--- config.mk ---
export PLATFORM = sky130hd
export DESIGN_NAME = peak_meter_top
export DESIGN_NICKNAME = d
export VERILOG_FILES = /design/src/rtl/peak_meter_pkg.sv /design/src/rtl/level_quantizer.sv /design/src/rtl/peak_hold_fsm.sv /design/src/rtl/peak_meter_top.sv
export SDC_FILE = /design/constraint.sdc
export NUM_CORES = 1
export LEC_CHECK = 0
export BUFFER_PORTS_ARGS = -buffer_cell sky130_fd_sc_hd__buf_4
export CAP_MARGIN = 10
export CORE_MARGIN = 4
export CORE_UTILIZATION = 45
export DETAILED_ROUTE_END_ITERATION = 8
export PLACE_DENSITY = 0.79
export SYNTH_ARGS = -nofsm -noshare
export SYNTH_HDL_FRONTEND = slang
export SYNTH_SLANG_ARGS = --single-unit
export TNS_END_PERCENT = 20
--- constraint.sdc ---
create_clock -name clk -period 2.2 [get_ports clk]
set_input_delay 0.44 -clock clk [delete_from_list [all_inputs] [get_ports clk]]
set_output_delay 0.44 -clock clk [all_outputs]
set_load 0.01 [all_outputs]
--- src/rtl/peak_meter_pkg.sv ---
package peak_meter_pkg;

    typedef enum logic [1:0] {
        ST_QUIET = 2'd0,
        ST_BAND  = 2'd1,
        ST_CLIP  = 2'd2
    } hold_state_e;

endpackage

--- src/rtl/level_quantizer.sv ---
module level_quantizer #(
    parameter int DW     = 20,
    parameter int NBANDS = 6,
    parameter int CW     = $clog2(NBANDS + 2)
) (
    input  logic [DW-1:0] sample,
    output logic [CW-1:0] code
);
    localparam logic [DW-1:0] FULL = {1'b0, {(DW-1){1'b1}}};
    localparam real FULL_R = real'(2.0 ** (DW - 1)) - 1.0;

    logic [DW-1:0] mag;
    logic [NBANDS:0] hit;

    // Two's-complement negate; the most negative code maps to 2^(DW-1).
    assign mag = sample[DW-1] ? (~sample + 1'b1) : sample;

    // Clip compare sits at index NBANDS, band thresholds below it.
    assign hit[NBANDS] = (mag >= FULL);

    for (genvar k = 1; k <= NBANDS; k++) begin : g_thr
        localparam real THR_R = FULL_R * (10.0 ** ((0.0 - k) / 20.0));
        localparam logic [DW-1:0] THR = DW'($rtoi($ceil(THR_R)));
        assign hit[NBANDS-k] = (mag >= THR);
    end

    // Thresholds are monotonic, so the number of hits is the code.
    always_comb begin
        code = '0;
        for (int i = 0; i <= NBANDS; i++) begin
            code = code + CW'(hit[i]);
        end
    end
endmodule

--- src/rtl/peak_hold_fsm.sv ---
module peak_hold_fsm
    import peak_meter_pkg::*;
#(
    parameter int CW = 3
) (
    input  logic          clk,
    input  logic          rst_n,
    input  logic          vld,
    input  logic          rd,
    input  logic [CW-1:0] code_in,
    output logic [CW-1:0] held
);
    localparam logic [CW-1:0] CLIP_CODE = '1;

    hold_state_e state_q, state_d;
    logic [CW-1:0] code_d;

    function automatic hold_state_e class_of(input logic [CW-1:0] c);
        if (c == '0)
            return ST_QUIET;
        else if (c == CLIP_CODE)
            return ST_CLIP;
        else
            return ST_BAND;
    endfunction

    always_comb begin
        state_d = state_q;
        code_d  = held;
        if (rd) begin
            // RELOAD or CLEAR
            code_d  = vld ? code_in : '0;
            state_d = class_of(code_d);
        end else begin
            unique case (state_q)
                ST_QUIET, ST_BAND: begin
                    if (vld && (code_in > held)) begin
                        // RAISE
                        code_d  = code_in;
                        state_d = class_of(code_in);
                    end
                end
                ST_CLIP: begin
                    // HOLD: nothing exceeds clipping
                end
                default: begin
                    state_d = ST_QUIET;
                    code_d  = '0;
                end
            endcase
        end
    end

    always_ff @(posedge clk or negedge rst_n) begin
        if (!rst_n)
            state_q <= ST_QUIET;
        else
            state_q <= state_d;
    end

    always_ff @(posedge clk or negedge rst_n) begin
        if (!rst_n)
            held <= '0;
        else
            held <= code_d;
    end
endmodule

--- src/rtl/peak_meter_top.sv ---
module peak_meter_top #(
    parameter int DW     = 20,
    parameter int NBANDS = 6,
    parameter int CW     = $clog2(NBANDS + 2)
) (
    input  logic          clk,
    input  logic          rst_n,
    input  logic          smp_vld,
    input  logic [DW-1:0] smp_left,
    input  logic [DW-1:0] smp_right,
    input  logic          rd_stb,
    output logic [CW-1:0] lvl_left,
    output logic [CW-1:0] lvl_right
);
    localparam int NCH = 2;

    logic [DW-1:0] smp_ch  [NCH];
    logic [CW-1:0] qcode   [NCH];
    logic [CW-1:0] held_ch [NCH];
    logic [CW-1:0] qcode_l, qcode_r;

    assign smp_ch[0] = smp_left;
    assign smp_ch[1] = smp_right;

    for (genvar c = 0; c < NCH; c++) begin : g_ch
        level_quantizer #(.DW(DW), .NBANDS(NBANDS), .CW(CW)) u_quant (
            .sample (smp_ch[c]),
            .code   (qcode[c])
        );
        peak_hold_fsm #(.CW(CW)) u_hold (
            .clk     (clk),
            .rst_n   (rst_n),
            .vld     (smp_vld),
            .rd      (rd_stb),
            .code_in (qcode[c]),
            .held    (held_ch[c])
        );
    end

    assign qcode_l   = qcode[0];
    assign qcode_r   = qcode[1];
    assign lvl_left  = held_ch[0];
    assign lvl_right = held_ch[1];
endmodule

==> results of run 1 <==
layout make-up:
class	count	area, µm²
Multi-Input combinational cell	382	3070
Timing Repair Buffer	219	1680
Fill cell	458	1570
Sequential cell	10	250
Inverter	35	131
Tap cell	96	120
Clock buffer	4	55.1
report_power, final:
group          internal [mW]  switching (mW)
logic                   1.00           0.915
clock network          0.158          0.0757
registers              0.251          0.0639
total                   1.41            1.05
through the flow:
stage	hold WS [ns]	cells	power, mW
floorplan	0.144	453	1.23
global placement	0.270	730	1.91
detailed placement	0.274	730	2.00
CTS	0.0236	737	2.28
global route	0.0311	746	2.65
finish	0.0190	746	2.47
timing repair:
item                       CTS  global route
setup endpoints to repair   10            10
resized for setup           18            40
pin swaps                   17            30
buffers inserted             3             9
worst max-delay path: stages:
cell	delay (ns)
buf_6	0.09
or4_4	0.61
o41ai_4	0.36
xor2_1	0.30
and3_1	0.29
nand2_2	0.09
o32a_1	0.34
ha_1	0.29
inv_2	0.04
fa_1	0.49
inv_2	0.04
fa_1	0.55
ha_2	0.18
inv_2	0.03
fa_1	0.51
inv_2	0.05
ha_4	0.21
nor2b_1	0.14
o21a_1	0.17
o211ai_1	0.22
nor2_1	0.10
a211oi_2	0.31
mux2_4	0.34
registers in the layout, summed over array words and instances, names as in the netlist:
signal,flops
g_ch.u_hold.held,6
g_ch.u_hold.state_q,4
layout by cell type (no fill, tap or decap), drive strengths merged, types with 13 or more instances in the layout:
cell type,netlist,routed
xor2,18,18
xnor2,21,21
nor2,46,46
o21ai,29,29
o31ai,13,13
inv,34,34
a21oi,14,14
buf,4,219
ha,18,18
nand2,24,24
metal layers:
metal / up-vias / global-route usage, % / part of all wire, %
met4: 0 / 6.11 / 2.3
met3: 38 / 1.30 / 6.2
li1: 2088 / - / -
met5: - / 0 / 0
met1: 2095 / 30.7 / 40
met2: 206 / 47.3 / 51
cells by family after synthesis:
| family | synth area share, % |
|---|---|
| compound gates | 29.7 |
| simple gates | 31.6 |
| flops | 7.75 |
| mux | 2.05 |
| xor+xnor | 10.6 |
| buf+inv | 7.64 |
| fa+ha+maj | 10.7 |
path summary, 6_finish.rpt:
| check | from | end | slack [ns] | cells past startpoint |
|---|---|---|---|---|
| setup / recovery | smp_right[2] | g_ch[1].u_hold.state_q[0] | -3.88 | 23 |
| hold / removal | rst_n | g_ch[1].u_hold.state_q[0] | 0.02 | 1 |
| setup reg to reg | g_ch[0].u_hold.held[1] | g_ch[0].u_hold.held[2] | 0.05 | 8 |
| hold reg to reg | g_ch[1].u_hold.held[1] | g_ch[1].u_hold.held[1] | 0.51 | 2 |
| max in group asynchronous | rst_n | g_ch[1].u_hold.state_q[1] | 2.04 | 1 |
| min in group clk | g_ch[1].u_hold.held[1] | g_ch[1].u_hold.held[1] | 0.51 | 2 |
==> out/qor.yml, run 1 <==
status:
  status: "finished with violations"
  violations: "negative setup slack"
detailed_routing:
  wl_um: 12200
  route.vias.total: 4427
  drt-initial-drc-count: 330
  firstDrtPassIters: 5
  viasPerCell: 5.93
  route.detailed.drc: 0
  ant_nets: 0
  wl_per_cell_um: 16.3
yosys:
  syn_nets: 521
  synth_edf_count: 0
  synth-seq-cells: 10
  synthTopCellsByCount: "46 x nor2_1, 34 x inv_1, 26 x o21ai_0, 24 x nand2_1"
  ys_types: 77
  yosys-top-cells-area: "dfrtp_1 7.8%, ha_1 7.0%, xnor2_1 5.7%, nor2_1 5.3%, xor2_1 4.9%"
  synth-main-ff-cell: "dfrtp_1"
  async_flop_share_pct: 100
  synth_top_area_cell: "dfrtp_1"
  synth_most_common_cell: "nor2_1"
  synth.avg_cell_area_um2: 7.13
  syn_area_um2: 3230
  syn_inst: 453
  yosys_warnings: 0
  synth_top_area_share_pct: 7.75
  yosysSeqAreaShare_pct: 7.75
clock_network:
  clockBufferDepth: 2
  clkTransAtPathRegs_ns: 0.05
  cts_hold_buf: 0
  cts_tree: "built"
  cts.sinks: 10
  htreeDepth: 1
  root_buffer: "clkbuf_8"
  numCtsBuffers: 3
  clock_latency_ns: 0.24
pwr:
  powerDensity_nw_per_um2: 465
  leakagePower_nw: 2.35
  peakVddDrop_mv: 0.248
placed_design:
  hpwl_um: 8870
  gp_congestion: 0.915
  place_ws_ns: -4.06
  dpl_cell_area_um2: 4870
  port_buffers: 49
final_layout:
  finalInstanceArea_um2: 5300
  fin_util_pct: 77.2
  antennaDiodeCount: 0
  drive_above_1_share_pct: 46.0
  area_growth_syn_to_layout_pct: 64.3
  fin_nets: 719
timing:
  setup_ws_ns: -3.88
  rsz0062_at_grt: "yes"
  slew_headroom_pct: 67.8
  period_needed_ns: 6.08
  finalCritPeriodShare_pct: 276
  fin_skew_ns: 0.00363
  finalHoldViolations: 0
  finalSetupViolations: 10
  final-max-slew-violation-count: 0
  fin_setup_tns_ns: -37.44
  fmax_ghz: 0.165
  worst_pin_slew_ns: 0.478
global_routing:
  grt_usage_pct: 25.0
  antenna_found_initial: 0
  grt_pass1_vias: 4319
  grt_pass1_wl_um: 18400
  gr-total-overflow: 0
  grt_max_degree: 15
setup_path:
  start_kind: "input pin"
  cp_max_fo: 7
  arrival_ns: 6.20
  cp_data_required_time_ns: 2.32
  crit_type: "input pin to flop"
  critPathCaptureType: "flop"
floorplan:
  dieArea_um2: 8590
  die_height_um: 92.7
  rows: 30
  initial_utilization_pct: 47.0
  core_area_um2: 6870
  io_pins: 50
  die_w_um: 92.7
min_path:
  worstHoldPathType: "input pin to async pin"
run:
  maxCapViolCount: 0
Note: power is estimated with default switching activity, not from simulation.
==> run 2, diff against run 1 <==
--- a/config.mk
+++ b/config.mk
@@ -10,7 +10,7 @@
 export CORE_MARGIN = 4
 export CORE_UTILIZATION = 45
 export DETAILED_ROUTE_END_ITERATION = 8
-export PLACE_DENSITY = 0.79
+export PLACE_DENSITY = 0.77
 export SYNTH_ARGS = -nofsm -noshare
 export SYNTH_HDL_FRONTEND = slang
 export SYNTH_SLANG_ARGS = --single-unit
==> constraint.sdc (replaced) <==
create_clock -name clk -period 7.4 [get_ports clk]
set_input_delay 1.48 -clock clk [delete_from_list [all_inputs] [get_ports clk]]
set_output_delay 1.48 -clock clk [all_outputs]
set_load 0.01 [all_outputs]
==> run 2 against run 1 <==
  * The run now ends clean
  * Largest power group unchanged
  * Via count shrank 16%
  * Non-clock buffer count shrank 134
  * Hold slack gained 0.48 ns
  * Critical path type unchanged
  * Clock-buffer cell count is the same
  * Global-route usage shrank 3.9 points
  * Largest cell class unchanged
==> out/qor.yml, run 2 (synthesized netlist as in run 1, its figures left out) <==
floorplan:
  dieArea_um2: 8590  # unchanged
  core_area_um2: 6870  # unchanged
  die_w_um: 92.7  # unchanged
  initial_utilization_pct: 47.0  # unchanged
  die_height_um: 92.7  # unchanged
  io_pins: 50  # unchanged
  rows: 30  # unchanged
clock_network:
  numCtsBuffers: 3  # unchanged
  htreeDepth: 1  # unchanged
  clkTransAtPathRegs_ns: 0.05  # about the same
  cts_hold_buf: 0  # unchanged
  root_buffer: "clkbuf_8"
  cts_tree: "built"
  clock_latency_ns: 0.24  # about the same
  cts.sinks: 10  # unchanged
  clockBufferDepth: 2  # unchanged
final_layout:
  final_common_cell: "buf_4"
  top_register: "g_ch.u_hold.held"
  fin_nets: 585  # -19%
  largest_reg_flops: 6  # unchanged
  drive_above_1_share_pct: 24.4  # -22 points
  finalInstanceArea_um2: 4000  # -25%
  layout_common_cells: "85 x buf_4, 46 x nor2_1, 34 x inv_1"
  largest_registers: "g_ch.u_hold.held (6), g_ch.u_hold.state_q (4)"
  area_growth_syn_to_layout_pct: 23.8
  antennaDiodeCount: 0  # unchanged
timing:
  fin_skew_ns: 0.00290  # -0.000734 ns
  slew_headroom_pct: 70.8  # +3.0 points
  worst_pin_slew_ns: 0.426  # -0.0523 ns
  finalHoldViolations: 0  # unchanged
  final-max-slew-violation-count: 0  # unchanged
  hold_slack_ns: 0.501  # +0.482 ns
  finalCritPeriodShare_pct: 96.1
  finalSetupViolations: 0  # -10
  fmax_ghz: 0.141
  fin_setup_tns_ns: 0  # +37.44 ns
  period_needed_ns: 7.11
pwr:
  powerDensity_nw_per_um2: 145  # -69%
  leakagePower_nw: 1.63  # -31%
  peakVddDrop_mv: 0.0739  # -70%
placed_design:
  gp_congestion: 0.908  # -0.73%
  dpl_cell_area_um2: 3860  # -21%
  hpwl_um: 7390  # -17%
  port_buffers: 49  # unchanged
detailed_routing:
  wl_per_cell_um: 15.3  # -6.3%
  route.vias.total: 3733  # -16%
  firstDrtPassIters: 5  # unchanged
  viasPerCell: 6.10  # +2.8%
  ant_nets: 0  # unchanged
  wl_um: 9350  # -23%
  route.detailed.drc: 0  # unchanged
  drt-initial-drc-count: 270  # -18%
setup_path:
  arrival_ns: 7.23  # +1.03 ns
  cp_max_fo: 6  # -1
  cp_data_required_time_ns: 7.52  # +5.20 ns
  critPathCaptureType: "flop"
  r2r_cells: 8  # unchanged
  start_kind: "input pin"
  crit_type: "input pin to flop"
min_path:
  min_path_cells: 2
  worstHoldPathType: "flop to flop"
global_routing:
  antenna_found_initial: 0  # unchanged
  gr-total-overflow: 0  # unchanged
  grt_usage_pct: 21.1  # -3.9 points
  grt_pass1_wl_um: 15600  # -15%
  grt_max_degree: 28  # +13
  grt_pass1_vias: 3509  # -19%
status:
  status: "completed"
run:
  maxCapViolCount: 0  # unchanged
run 2: cell count changes in the layout (fill, tap and decap cells not counted), moves of 4 or more:
cell,change
ha_1,+4
inv_2,-6
buf_6,-6
o21ai_0,+4
buf_4,-127
inv_1,+6
run 2: worst paths after layout:
path                                   startpoint                endpoint  slack [ns]
max                                   smp_left[1]  g_ch[0].u_hold.held[2]        0.29
min                        g_ch[0].u_hold.held[1]  g_ch[0].u_hold.held[1]        0.50
max reg2reg                g_ch[0].u_hold.held[1]  g_ch[0].u_hold.held[2]        5.32
min reg2reg                g_ch[0].u_hold.held[1]  g_ch[0].u_hold.held[1]        0.50
max in group asynchronous                   rst_n  g_ch[0].u_hold.held[1]        6.20
min in group asynchronous                   rst_n  g_ch[1].u_hold.held[0]        1.06
run 2: what timing repair did:
| item | CTS | global route |
|---|---|---|
| setup endpoints to repair | 0 | 8 |
| resized for setup | 0 | 12 |
| setup buffers | 0 | 2 |
run 2: cell type report:
type,count,area (µm²)
fill,642,2870
multi-input combinational,382,2800
timing repair buffer,85,638
sequential,10,250
inverter,35,131
tap,96,120
clock buffer,4,55.1
run 2: metrics by stage:
stage	util, %	power (mW)	worst slack [ns]	instances
after floorplan	-	0.357	0.155	453
after global placement	56.2	0.471	0.0770	606
after detailed placement	56.2	0.492	-0.105	606
after CTS	57.0	0.567	0.137	610
after global routing	58.2	0.638	-0.0465	612
final	58.2	0.578	0.290	612
run 2: worst max-delay path, stage by stage:
cell,delay [ns]
buf_4,0.13
inv_1,0.08
ha_1,0.23
or3b_2,0.49
o41ai_2,0.26
xnor2_1,0.16
nor2_1,0.16
nand3b_1,0.14
o31a_1,0.30
ha_1,0.27
inv_1,0.05
fa_1,0.52
inv_1,0.05
fa_1,0.53
ha_1,0.14
inv_1,0.05
fa_1,0.56
inv_1,0.07
ha_1,0.28
nor2b_1,0.14
o21a_1,0.16
o211ai_1,0.25
nor2_1,0.10
a211oi_2,0.25
mux2_2,0.36
run 2: power breakdown:
group          internal (mW)  switching (mW)
Clock                 0.0469          0.0228
Sequential            0.0745          0.0169
Combinational          0.191           0.225
Total                  0.313           0.265
run 2: per-layer routing:
layer  wire length (µm)  part of all wire [%]  GRT usage, %
met1               4130                    44          27.8
met2               4600                    49          37.5
met3                484                   5.2          1.79
met4                136                   1.5          4.40
met5                  0                     0             0
